--- src/rtl/spiclk_pkg.sv ---
package spiclk_pkg;

    typedef enum logic [1:0] {
        CK_IDLE       = 2'd0,
        CK_LEAD_WAIT  = 2'd1,
        CK_TRAIL_WAIT = 2'd2
    } ck_state_e;

endpackage

--- src/rtl/spiclk_cfg_hold.sv ---
// Captures scheme, divisor and polarity at burst start and converts the
// divisor fields into a half-period length in module clocks.
module spiclk_cfg_hold #(
    parameter int N_W = 8,
    parameter int M_W = 4,
    parameter int H_W = 15,
    localparam int CTL_W = N_W + M_W + 1
) (
    input  logic             clk,
    input  logic             rst_n,
    input  logic             load,
    input  logic [CTL_W-1:0] ctl_word,
    input  logic             cpol_in,
    output logic [H_W-1:0]   half_len,
    output logic             cpol_held
);

    logic           use_linear;
    logic [N_W-1:0] n_fld;
    logic [M_W-1:0] m_fld;
    logic [H_W-1:0] lin_half;
    logic [H_W-1:0] pow_half;

    assign use_linear = ctl_word[CTL_W-1];
    assign n_fld      = ctl_word[N_W-1:0];
    assign m_fld      = ctl_word[N_W+M_W-1:N_W];

    always_comb begin
        lin_half = H_W'(n_fld) + H_W'(1);
        if (m_fld == '0) begin
            pow_half = H_W'(1);
        end else begin
            pow_half = H_W'(1) << (m_fld - M_W'(1));
        end
    end

    always_ff @(posedge clk or negedge rst_n) begin
        if (!rst_n) begin
            half_len  <= H_W'(1);
            cpol_held <= 1'b0;
        end else if (load) begin
            half_len  <= use_linear ? lin_half : pow_half;
            cpol_held <= cpol_in;
        end
    end

endmodule

--- src/rtl/spiclk_tick_cnt.sv ---
// Half-period counter: cleared while stopped, ticks once every half_len clocks.
module spiclk_tick_cnt #(
    parameter int H_W = 15
) (
    input  logic           clk,
    input  logic           rst_n,
    input  logic           run,
    input  logic [H_W-1:0] half_len,
    output logic           tick
);

    logic [H_W-1:0] count_q;

    assign tick = run && (count_q == (half_len - H_W'(1)));

    always_ff @(posedge clk or negedge rst_n) begin
        if (!rst_n) begin
            count_q <= '0;
        end else if (!run || tick) begin
            count_q <= '0;
        end else begin
            count_q <= count_q + H_W'(1);
        end
    end

endmodule

--- src/rtl/spiclk_edge_fsm.sv ---
// Sequencer: alternates leading and trailing strobes and drives the clock level.
module spiclk_edge_fsm
    import spiclk_pkg::*;
(
    input  logic clk,
    input  logic rst_n,
    input  logic burst,
    input  logic tick,
    input  logic cpol_live,
    input  logic cpol_held,
    output logic load,
    output logic running,
    output logic lead_stb,
    output logic trail_stb,
    output logic sclk
);

    ck_state_e state_q;
    ck_state_e state_d;

    // state register
    always_ff @(posedge clk or negedge rst_n) begin
        if (!rst_n) begin
            state_q <= CK_IDLE;
        end else begin
            state_q <= state_d;
        end
    end

    // transitions
    always_comb begin
        state_d = state_q;
        unique case (state_q)
            CK_IDLE: begin
                if (burst) state_d = CK_LEAD_WAIT;
            end
            CK_LEAD_WAIT: begin
                if (!burst)     state_d = CK_IDLE;
                else if (tick)  state_d = CK_TRAIL_WAIT;
            end
            CK_TRAIL_WAIT: begin
                if (!burst)     state_d = CK_IDLE;
                else if (tick)  state_d = CK_LEAD_WAIT;
            end
            default: state_d = CK_IDLE;
        endcase
    end

    // registered strobes
    always_ff @(posedge clk or negedge rst_n) begin
        if (!rst_n) begin
            lead_stb  <= 1'b0;
            trail_stb <= 1'b0;
        end else begin
            lead_stb  <= burst && tick && (state_q == CK_LEAD_WAIT);
            trail_stb <= burst && tick && (state_q == CK_TRAIL_WAIT);
        end
    end

    assign load    = (state_q == CK_IDLE) && burst;
    assign running = (state_q != CK_IDLE);
    assign sclk    = (state_q == CK_IDLE) ? cpol_live
                                          : (cpol_held ^ (state_q == CK_TRAIL_WAIT));

endmodule

--- src/rtl/spiclk_div.sv ---
module spiclk_div #(
    parameter int N_W = 8,
    parameter int M_W = 4,
    localparam int CTL_W = N_W + M_W + 1,
    localparam int LIN_W = N_W + 1,
    localparam int POW_W = (1 << M_W) - 1,
    localparam int H_W   = (LIN_W > POW_W) ? LIN_W : POW_W
) (
    input  logic             clk,
    input  logic             rst_n,
    input  logic             burst_active,
    input  logic             cpol,
    input  logic [CTL_W-1:0] clk_ctl,
    output logic             lead_stb,
    output logic             trail_stb,
    output logic             sclk
);

    logic           load;
    logic           running;
    logic           tick;
    logic           cpol_held;
    logic [H_W-1:0] half_len;

    spiclk_cfg_hold #(.N_W(N_W), .M_W(M_W), .H_W(H_W)) u_cfg (
        .clk       (clk),
        .rst_n     (rst_n),
        .load      (load),
        .ctl_word  (clk_ctl),
        .cpol_in   (cpol),
        .half_len  (half_len),
        .cpol_held (cpol_held)
    );

    spiclk_tick_cnt #(.H_W(H_W)) u_cnt (
        .clk      (clk),
        .rst_n    (rst_n),
        .run      (running),
        .half_len (half_len),
        .tick     (tick)
    );

    spiclk_edge_fsm u_fsm (
        .clk       (clk),
        .rst_n     (rst_n),
        .burst     (burst_active),
        .tick      (tick),
        .cpol_live (cpol),
        .cpol_held (cpol_held),
        .load      (load),
        .running   (running),
        .lead_stb  (lead_stb),
        .trail_stb (trail_stb),
        .sclk      (sclk)
    );

endmodule

--- config.mk ---
export PLATFORM = sky130hd
export DESIGN_NAME = spiclk_div
export DESIGN_NICKNAME = d
export VERILOG_FILES = /design/src/rtl/spiclk_pkg.sv /design/src/rtl/spiclk_cfg_hold.sv /design/src/rtl/spiclk_tick_cnt.sv /design/src/rtl/spiclk_edge_fsm.sv /design/src/rtl/spiclk_div.sv
export SDC_FILE = /design/constraint.sdc
export NUM_CORES = 1
export LEC_CHECK = 0
export BUFFER_PORTS_ARGS = -buffer_cell sky130_fd_sc_hd__buf_2
export CELL_PAD_IN_SITES_DETAIL_PLACEMENT = 1
export CELL_PAD_IN_SITES_GLOBAL_PLACEMENT = 2
export CORE_AREA = 4 4 99 101
export CTS_BUF_LIST = sky130_fd_sc_hd__clkbuf_4 sky130_fd_sc_hd__clkbuf_8 sky130_fd_sc_hd__clkbuf_16
export DETAILED_ROUTE_END_ITERATION = 10
export DIE_AREA = 0 0 103 105
export GPL_ROUTABILITY_DRIVEN = 0
export PLACE_DENSITY_LB_ADDON = 0.1
export SLEW_MARGIN = 20
export SYNTH_ARGS = -nofsm -noshare
export SYNTH_HDL_FRONTEND = slang
export SYNTH_SLANG_ARGS = --single-unit
--- constraint.sdc ---
create_clock -name clk -period 2.9 [get_ports clk]
set_input_delay 0.435 -clock clk [delete_from_list [all_inputs] [get_ports clk]]
set_output_delay 0.435 -clock clk [all_outputs]
set_load 0.02 [all_outputs]
Yosys cells after proc, flatten, opt, wreduce, memory -nomap -nowiden
Index checks and enable logic that the tools add are counted.
- register bits after elaboration: 35
- bits of input ports: 17
- output and inout bits: 3
- logic and storage cells: 39
- add/subtract/negate cells: 4
- equal/unequal tests: 6
- shifts and indexed selects: 1
- multiplexer cells: 10
- bitwise gates (word level): 1
- reductions and logical operators: 11
- operators by type and width (kind ; count):
    $mux 15 ; 3
    $add 15x1->15 const B ; 1
    $eq 15x15->1 ; 1
    $shl 1x4->15 const A ; 1
    $sub 15x1->15 const B ; 1
    $mux 2 ; 5
    $add 8x1->9 const B ; 1
    $ne 3x3->1 const B ; 2
    $pmux 2 s3 ; 1
    $logic_and 1x1->1 ; 5
    $logic_not 4->1 ; 1
    $sub 4x1->4 const B ; 1
    $reduce_and 3->1 ; 1
    $eq 2x1->1 const B ; 1
    $eq 2x2->1 const B ; 1
    $logic_not 2->1 ; 1
    $ne 2x2->1 const B ; 1
    $reduce_bool 2->1 ; 1
    $logic_not 1->1 ; 1
    $logic_or 1x1->1 ; 1
    $mux 1 ; 1
    $xor 1x1->1 ; 1

Logic depth before layout (Yosys ltp)
- depth in word-level cells: 6
- mapped depth: 10
- gate-level depth less buffers: 9

Modules after synthesis
A second synthesis with hierarchy kept.
- cell total of the unflattened synthesis: 261
- area total of the unflattened synthesis: 2378.5 µm²
- by module, submodules not included (module ; times used ; cells an instance ; area each (µm²) ; seq. area each (µm²)):
    spiclk_tick_cnt ; 1 ; 145 ; 1232.4 ; 375.4
    spiclk_cfg_hold ; 1 ; 98 ; 944.7 ; 401.6
    spiclk_edge_fsm ; 1 ; 18 ; 201.4 ; 100.1

Least setup slack after synthesis
OpenSTA, ideal clock, no wires.
- kind: register to register
- start point: reg u_cfg.half_len[0]
- end point: reg u_fsm.state_q[1]
- library setup time: 0.078 ns
- arrival time: 2.584 ns
- data required time: 2.822 ns
- slack: 0.238 ns
- cell stages (with the launch flop): 9
- buffers on the path: 0
- period minus slack after synthesis: 2.662 ns
- cells stage by stage: dfstp_2 -> inv_1 -> ha_1 -> xnor2_1 -> or3_1 -> a2111oi_2 -> o2111ai_1 -> or4_1 -> a21boi_1
- cells in the longest elaborated chain, start to end: 5
- elaborated cells between the ends (all ways): 6
- classes of those cells: add/sub (1); eq/ne (3); reduce/logical (2)
- RTL lines (what ; line ; RTL):
    from (decl) ; spiclk_cfg_hold.sv:14 ; output logic [H_W-1:0] half_len,
    from (signal assigned) ; spiclk_cfg_hold.sv:42 ; half_len <= use_linear ? lin_half : pow_half;
    $sub 15x1->15 * ; spiclk_tick_cnt.sv:14 ; assign tick = run && (count_q == (half_len - H_W'(1)));
    $eq 15x15->1 * ; spiclk_tick_cnt.sv:14 ;
    $logic_and 1x1->1 * ; spiclk_tick_cnt.sv:14 ;
    $ne 3x3->1 (no source line) ; -- ;
    $reduce_and 3->1 (no source line) * ; -- ;
    to (signal assigned) ; spiclk_edge_fsm.sv:26 ; state_q <= state_d;
    to (decl) ; spiclk_edge_fsm.sv:18 ; ck_state_e state_q;
Mark *: on every way between the ends. The rest lies on a longest branch, timed or not.
A chain may end at the register's enable or synchronous reset.

Final worst setup path
Ends and elaborated chain as after synthesis.

==> impl_results.html <==
<table>
<tr><th>Metric</th><th>Value</th></tr>
<tr><th colspan="2">Synth</th></tr>
<tr><td>Total standard cell area after synthesis</td><td>2210 um^2</td></tr>
<tr><td>Post-Syn Instances</td><td>246</td></tr>
<tr><td>EDFF count, synth</td><td>0</td></tr>
<tr><td>Number of unique standard cell types used by synthesis</td><td>51</td></tr>
<tr><td>Ranking of synthesized cells by area</td><td>sky130_fd_sc_hd__dfrtp_1, sky130_fd_sc_hd__xnor2_1, sky130_fd_sc_hd__xor2_1, sky130_fd_sc_hd__nor2_1, sky130_fd_sc_hd__nand2_1</td></tr>
<tr><td>Main combinational cell family by area after synthesis</td><td>simple AND/OR/NAND/NOR gates</td></tr>
<tr><td>Number of synthesized register bits</td><td>35</td></tr>
<tr><td>Multiplexer area fraction after synthesis</td><td>0.0187</td></tr>
<tr><td>Post-Synth Adder-Cell Area</td><td>0.0170</td></tr>
<tr><td>Average cell area after synthesis</td><td>8.97 um^2</td></tr>
<tr><td>Ys Warns</td><td>0</td></tr>
<tr><td>Most instantiated flip-flop cell in the synthesis netlist</td><td>sky130_fd_sc_hd__dfrtp_1</td></tr>
<tr><td>Largest area contributor in the netlist</td><td>sky130_fd_sc_hd__dfrtp_1</td></tr>
<tr><td>Parity-gate share of the synthesized area counting xor and xnor cells</td><td>0.134</td></tr>
<tr><td>Area fraction in compound gates after synthesis</td><td>0.135</td></tr>
<tr><td>Synth top area share</td><td>0.385</td></tr>
<tr><td>Proportion of synthesized flip-flops having asynchronous set or reset</td><td>1.00</td></tr>
<tr><td>Basic-gate share of the synthesized area counting and, or, nand and nor cells</td><td>0.260</td></tr>
<tr><td>Synth Net Count</td><td>266</td></tr>
<tr><td>Part of the Yosys area used for sequential elements</td><td>0.397</td></tr>
<tr><th colspan="2">CTS</th></tr>
<tr><td>Maximum buffer depth of the clock tree</td><td>2</td></tr>
<tr><td>Count of clock tree sinks</td><td>35</td></tr>
<tr><td>Inserted Clock Buffers</td><td>5</td></tr>
<tr><td>Setup bufs post-CTS</td><td>0</td></tr>
<tr><td>Count of hold-fix buffers inserted at cts</td><td>0</td></tr>
<tr><td>Master cell of the clock root buffer</td><td>sky130_fd_sc_hd__clkbuf_8</td></tr>
<tr><td>H-Tree Level Count</td><td>2</td></tr>
<tr><td>Post_cts resized</td><td>0</td></tr>
<tr><td>Worst skew pair latency</td><td>0.29 ns</td></tr>
<tr><td>CTS tree</td><td>yes</td></tr>
<tr><td>Clk slew on worst S/H paths</td><td>0.08 ns</td></tr>
<tr><th colspan="2">Floorplanning</th></tr>
<tr><td>Area of the placeable core</td><td>9020 um^2</td></tr>
<tr><td>Die X-Extent</td><td>103 um</td></tr>
<tr><td>Initial core utilization</td><td>0.245</td></tr>
<tr><td>Number of ports placed on the die boundary</td><td>20</td></tr>
<tr><td>Std-Cell Rows</td><td>35</td></tr>
<tr><td>Die area</td><td>10800 um^2</td></tr>
<tr><td>Die Height</td><td>105 um</td></tr>
<tr><th colspan="2">Worst setup path</th></tr>
<tr><td>Crit path max-delay cell type</td><td>sky130_fd_sc_hd__dfstp_2</td></tr>
<tr><td>Critical-path cell list</td><td>inv_1 -&gt; ha_1 -&gt; xnor2_1 -&gt; or3_1 -&gt; a2111oi_4 -&gt; o2111ai_2 -&gt; or4_1 -&gt; a21boi_1</td></tr>
<tr><td>Delay of the slowest cell on the worst path</td><td>0.56 ns</td></tr>
<tr><td>Buffering stage count on the worst path with inverters included</td><td>1</td></tr>
<tr><td>Endpoint type of the worst setup path</td><td>flip-flop</td></tr>
<tr><td>Largest fanout on the critical path</td><td>3</td></tr>
<tr><td>Kind of critical path</td><td>reg -&gt; reg</td></tr>
<tr><td>Setup crit start kind</td><td>flip-flop</td></tr>
<tr><td>Data required time at the worst endpoint</td><td>3.13 ns</td></tr>
<tr><td>Arr. time, crit path</td><td>2.97 ns</td></tr>
<tr><td>Delay-heaviest family, CP</td><td>simple AND/OR/NAND/NOR gates</td></tr>
<tr><th colspan="2">Global routing</th></tr>
<tr><td>Global routing usage summed across all routing layers</td><td>0.113</td></tr>
<tr><td>Met1 track demand over resource</td><td>0.160</td></tr>
<tr><td>Total congestion overflow after global routing</td><td>0</td></tr>
<tr><td>Pin count of the biggest net entering global routing</td><td>36</td></tr>
<tr><td>First-pass GRT wire length</td><td>9580 um</td></tr>
<tr><td>Vias in the first global route</td><td>1880</td></tr>
<tr><td>Antenna violations before repair</td><td>0</td></tr>
<tr><td>Met3 GRT Util</td><td>0.0207</td></tr>
<tr><td>Met2 layer usage reported by global route</td><td>0.175</td></tr>
<tr><td>Busiest grt layer</td><td>met2</td></tr>
<tr><th colspan="2">Worst hold path</th></tr>
<tr><td>Worst min path class</td><td>in -&gt; async</td></tr>
<tr><th colspan="2">Layout</th></tr>
<tr><td>Post-route non-filler standard cell count</td><td>378</td></tr>
<tr><td>Share of post-route cells with drive strength above 1</td><td>0.161</td></tr>
<tr><td>Antenna cell count</td><td>0</td></tr>
<tr><td>Utilization after layout</td><td>0.285</td></tr>
<tr><td>Commonest non-fill, non-tap cell in the layout</td><td>sky130_fd_sc_hd__dfrtp_1</td></tr>
<tr><td>Final net count</td><td>286</td></tr>
<tr><td>Synth-to-layout area growth</td><td>16.6%</td></tr>
<tr><td>Most frequent cells in the layout</td><td>sky130_fd_sc_hd__dfrtp_1, sky130_fd_sc_hd__nor2_1, sky130_fd_sc_hd__nand2_1</td></tr>
<tr><th colspan="2">Routing</th></tr>
<tr><td>Mean number of vias per cell</td><td>4.81</td></tr>
<tr><td>ANT nets after route</td><td>0</td></tr>
<tr><td>Detailed-router iteration count before antenna repair</td><td>5</td></tr>
<tr><td>Iteration-0 DRC count of the detailed router</td><td>61</td></tr>
<tr><td>Post-route DRC</td><td>0</td></tr>
<tr><td>WL final</td><td>5710 um</td></tr>
<tr><td>Wirelength per Cell</td><td>15.1 um</td></tr>
<tr><td>Via Count</td><td>1819</td></tr>
<tr><th colspan="2">Placed design</th></tr>
<tr><td>Port-buffer cells</td><td>19</td></tr>
<tr><td>HPWL after DPL</td><td>4410 um</td></tr>
<tr><td>Placed cells</td><td>370</td></tr>
<tr><th colspan="2">STA</th></tr>
<tr><td>Final Max Tran Viols</td><td>0</td></tr>
<tr><td>Final clock period utilization by the worst path</td><td>0.946</td></tr>
<tr><td>Minimum clock period</td><td>2.74 ns</td></tr>
<tr><td>Final clock skew</td><td>0.0110 ns</td></tr>
<tr><td>Final Hold Violating Endpoints</td><td>0</td></tr>
<tr><td>Setup TNS after final layout</td><td>0 ns</td></tr>
<tr><td>Unrepaired setup endpoints after global routing</td><td>no</td></tr>
<tr><td>Peak clock frequency supported by timing</td><td>0.364 GHz</td></tr>
<tr><td>Worst hold slack</td><td>0.241 ns</td></tr>
<tr><td>Measured slew at the worst slew-check pin</td><td>0.834 ns</td></tr>
<tr><td>Max-slew headroom</td><td>0.444</td></tr>
<tr><td>Setup violations, final</td><td>0</td></tr>
<tr><th colspan="2">Outcome</th></tr>
<tr><td>Result of the run</td><td>finished clean</td></tr>
<tr><th colspan="2">Power and ir drop</th></tr>
<tr><td>Leak pwr</td><td>1.10 nW</td></tr>
<tr><td>Areal power density over the cells</td><td>573 nW/um^2</td></tr>
<tr><td>Worst supply voltage drop on vdd</td><td>252 uV</td></tr>
<tr><th colspan="2">Run</th></tr>
<tr><td>Maxcap violations</td><td>0</td></tr>
</table>
## Yosys cell counts, drive strengths merged (2+ instances only)
cell type,instances
a32o,3
and3,10
a211oi,2
nand3,13
nor3,11
clkbuf,7
ha,3
o21ai,15
a21oi,8
a31oi,3
nor4,7
nor2b,4
nand4b,2
xnor2,21
a211o,2
a21boi,2
buf,3
dfrtp,34
nand3b,2
nand2b,3
mux2i,3
nor3b,2
nand2,22
xor2,12
nor2,27
inv,9
## final timing paths
| check | start | end | slack [ns] | depth (start not counted) |
|---|---|---|---|---|
| min | rst_n | u_fsm.state_q[0]$_DFFE_PN0P_ | 0.24 | 1 |
| min reg2reg | u_cfg.cpol_held$_DFFE_PN0P_ | u_cfg.cpol_held$_DFFE_PN0P_ | 0.52 | 2 |
| max | u_cfg.half_len[0]$_DFFE_PN1P_ | u_fsm.state_q[1]$_DFFE_PN0P_ | 0.16 | 8 |
| min in group clk | cpol | u_cfg.cpol_held$_DFFE_PN0P_ | 0.40 | 3 |
| max in group asynchronous | rst_n | u_cfg.half_len[6]$_DFFE_PN0P_ | 2.13 | 1 |
| max reg2reg | u_cfg.half_len[0]$_DFFE_PN1P_ | u_fsm.state_q[1]$_DFFE_PN0P_ | 0.16 | 8 |
## stage by stage
stage                     cell area (um^2)  setup slack (ns)  power (mW)
final                                 2570             0.156        1.47
after global routing                  2570            0.0139        1.58
after CTS                             2550            0.0713        1.49
after detailed placement              2440            0.0834        1.01
after global placement                2440             0.120        1.01
after floorplan                       2210             0.238       0.884
## routing by layer
metal	vias to the layer above	wire, um
li1	915	-
met1	879	2880
met2	21	2650
met3	4	123
met4	0	58
met5	-	0
## flip-flops by register name (all words and copies together), names as in the netlist
| signal | cells |
|---|---|
| u_cfg.half_len | 15 |
| u_cnt.count_q | 15 |
| u_fsm.state_q | 2 |
| u_cfg.cpol_held | 1 |
| u_fsm.lead_stb | 1 |
| u_fsm.trail_stb | 1 |
## where the power goes
part	internal (mW)	switching, mW	total, mW
clock	0.278	0.187	0.465
sequential	0.535	0.0726	0.608
combinational	0.182	0.219	0.401
## cells by family (layout without fill, tap and decap cells)
group / count (synthesis) / after routing
simple gates: 108 / 108
compound gates: 44 / 44
flops: 35 / 35
xor+xnor: 33 / 33
buf+inv: 19 / 40
mux: 4 / 4
fa+ha+maj: 3 / 3
## area by class of cell
type                            count  area [um^2]
Fill cell                        1066         6450
Multi-Input combinational cell    192         1270
Sequential cell                    35          877
Tap cell                          111          139
Timing Repair Buffer               23          138
Clock buffer                        6         82.6
Clock inverter                      2         35.0
Inverter                            9         33.8
No activity file was read; power rests on OpenSTA's default activity.
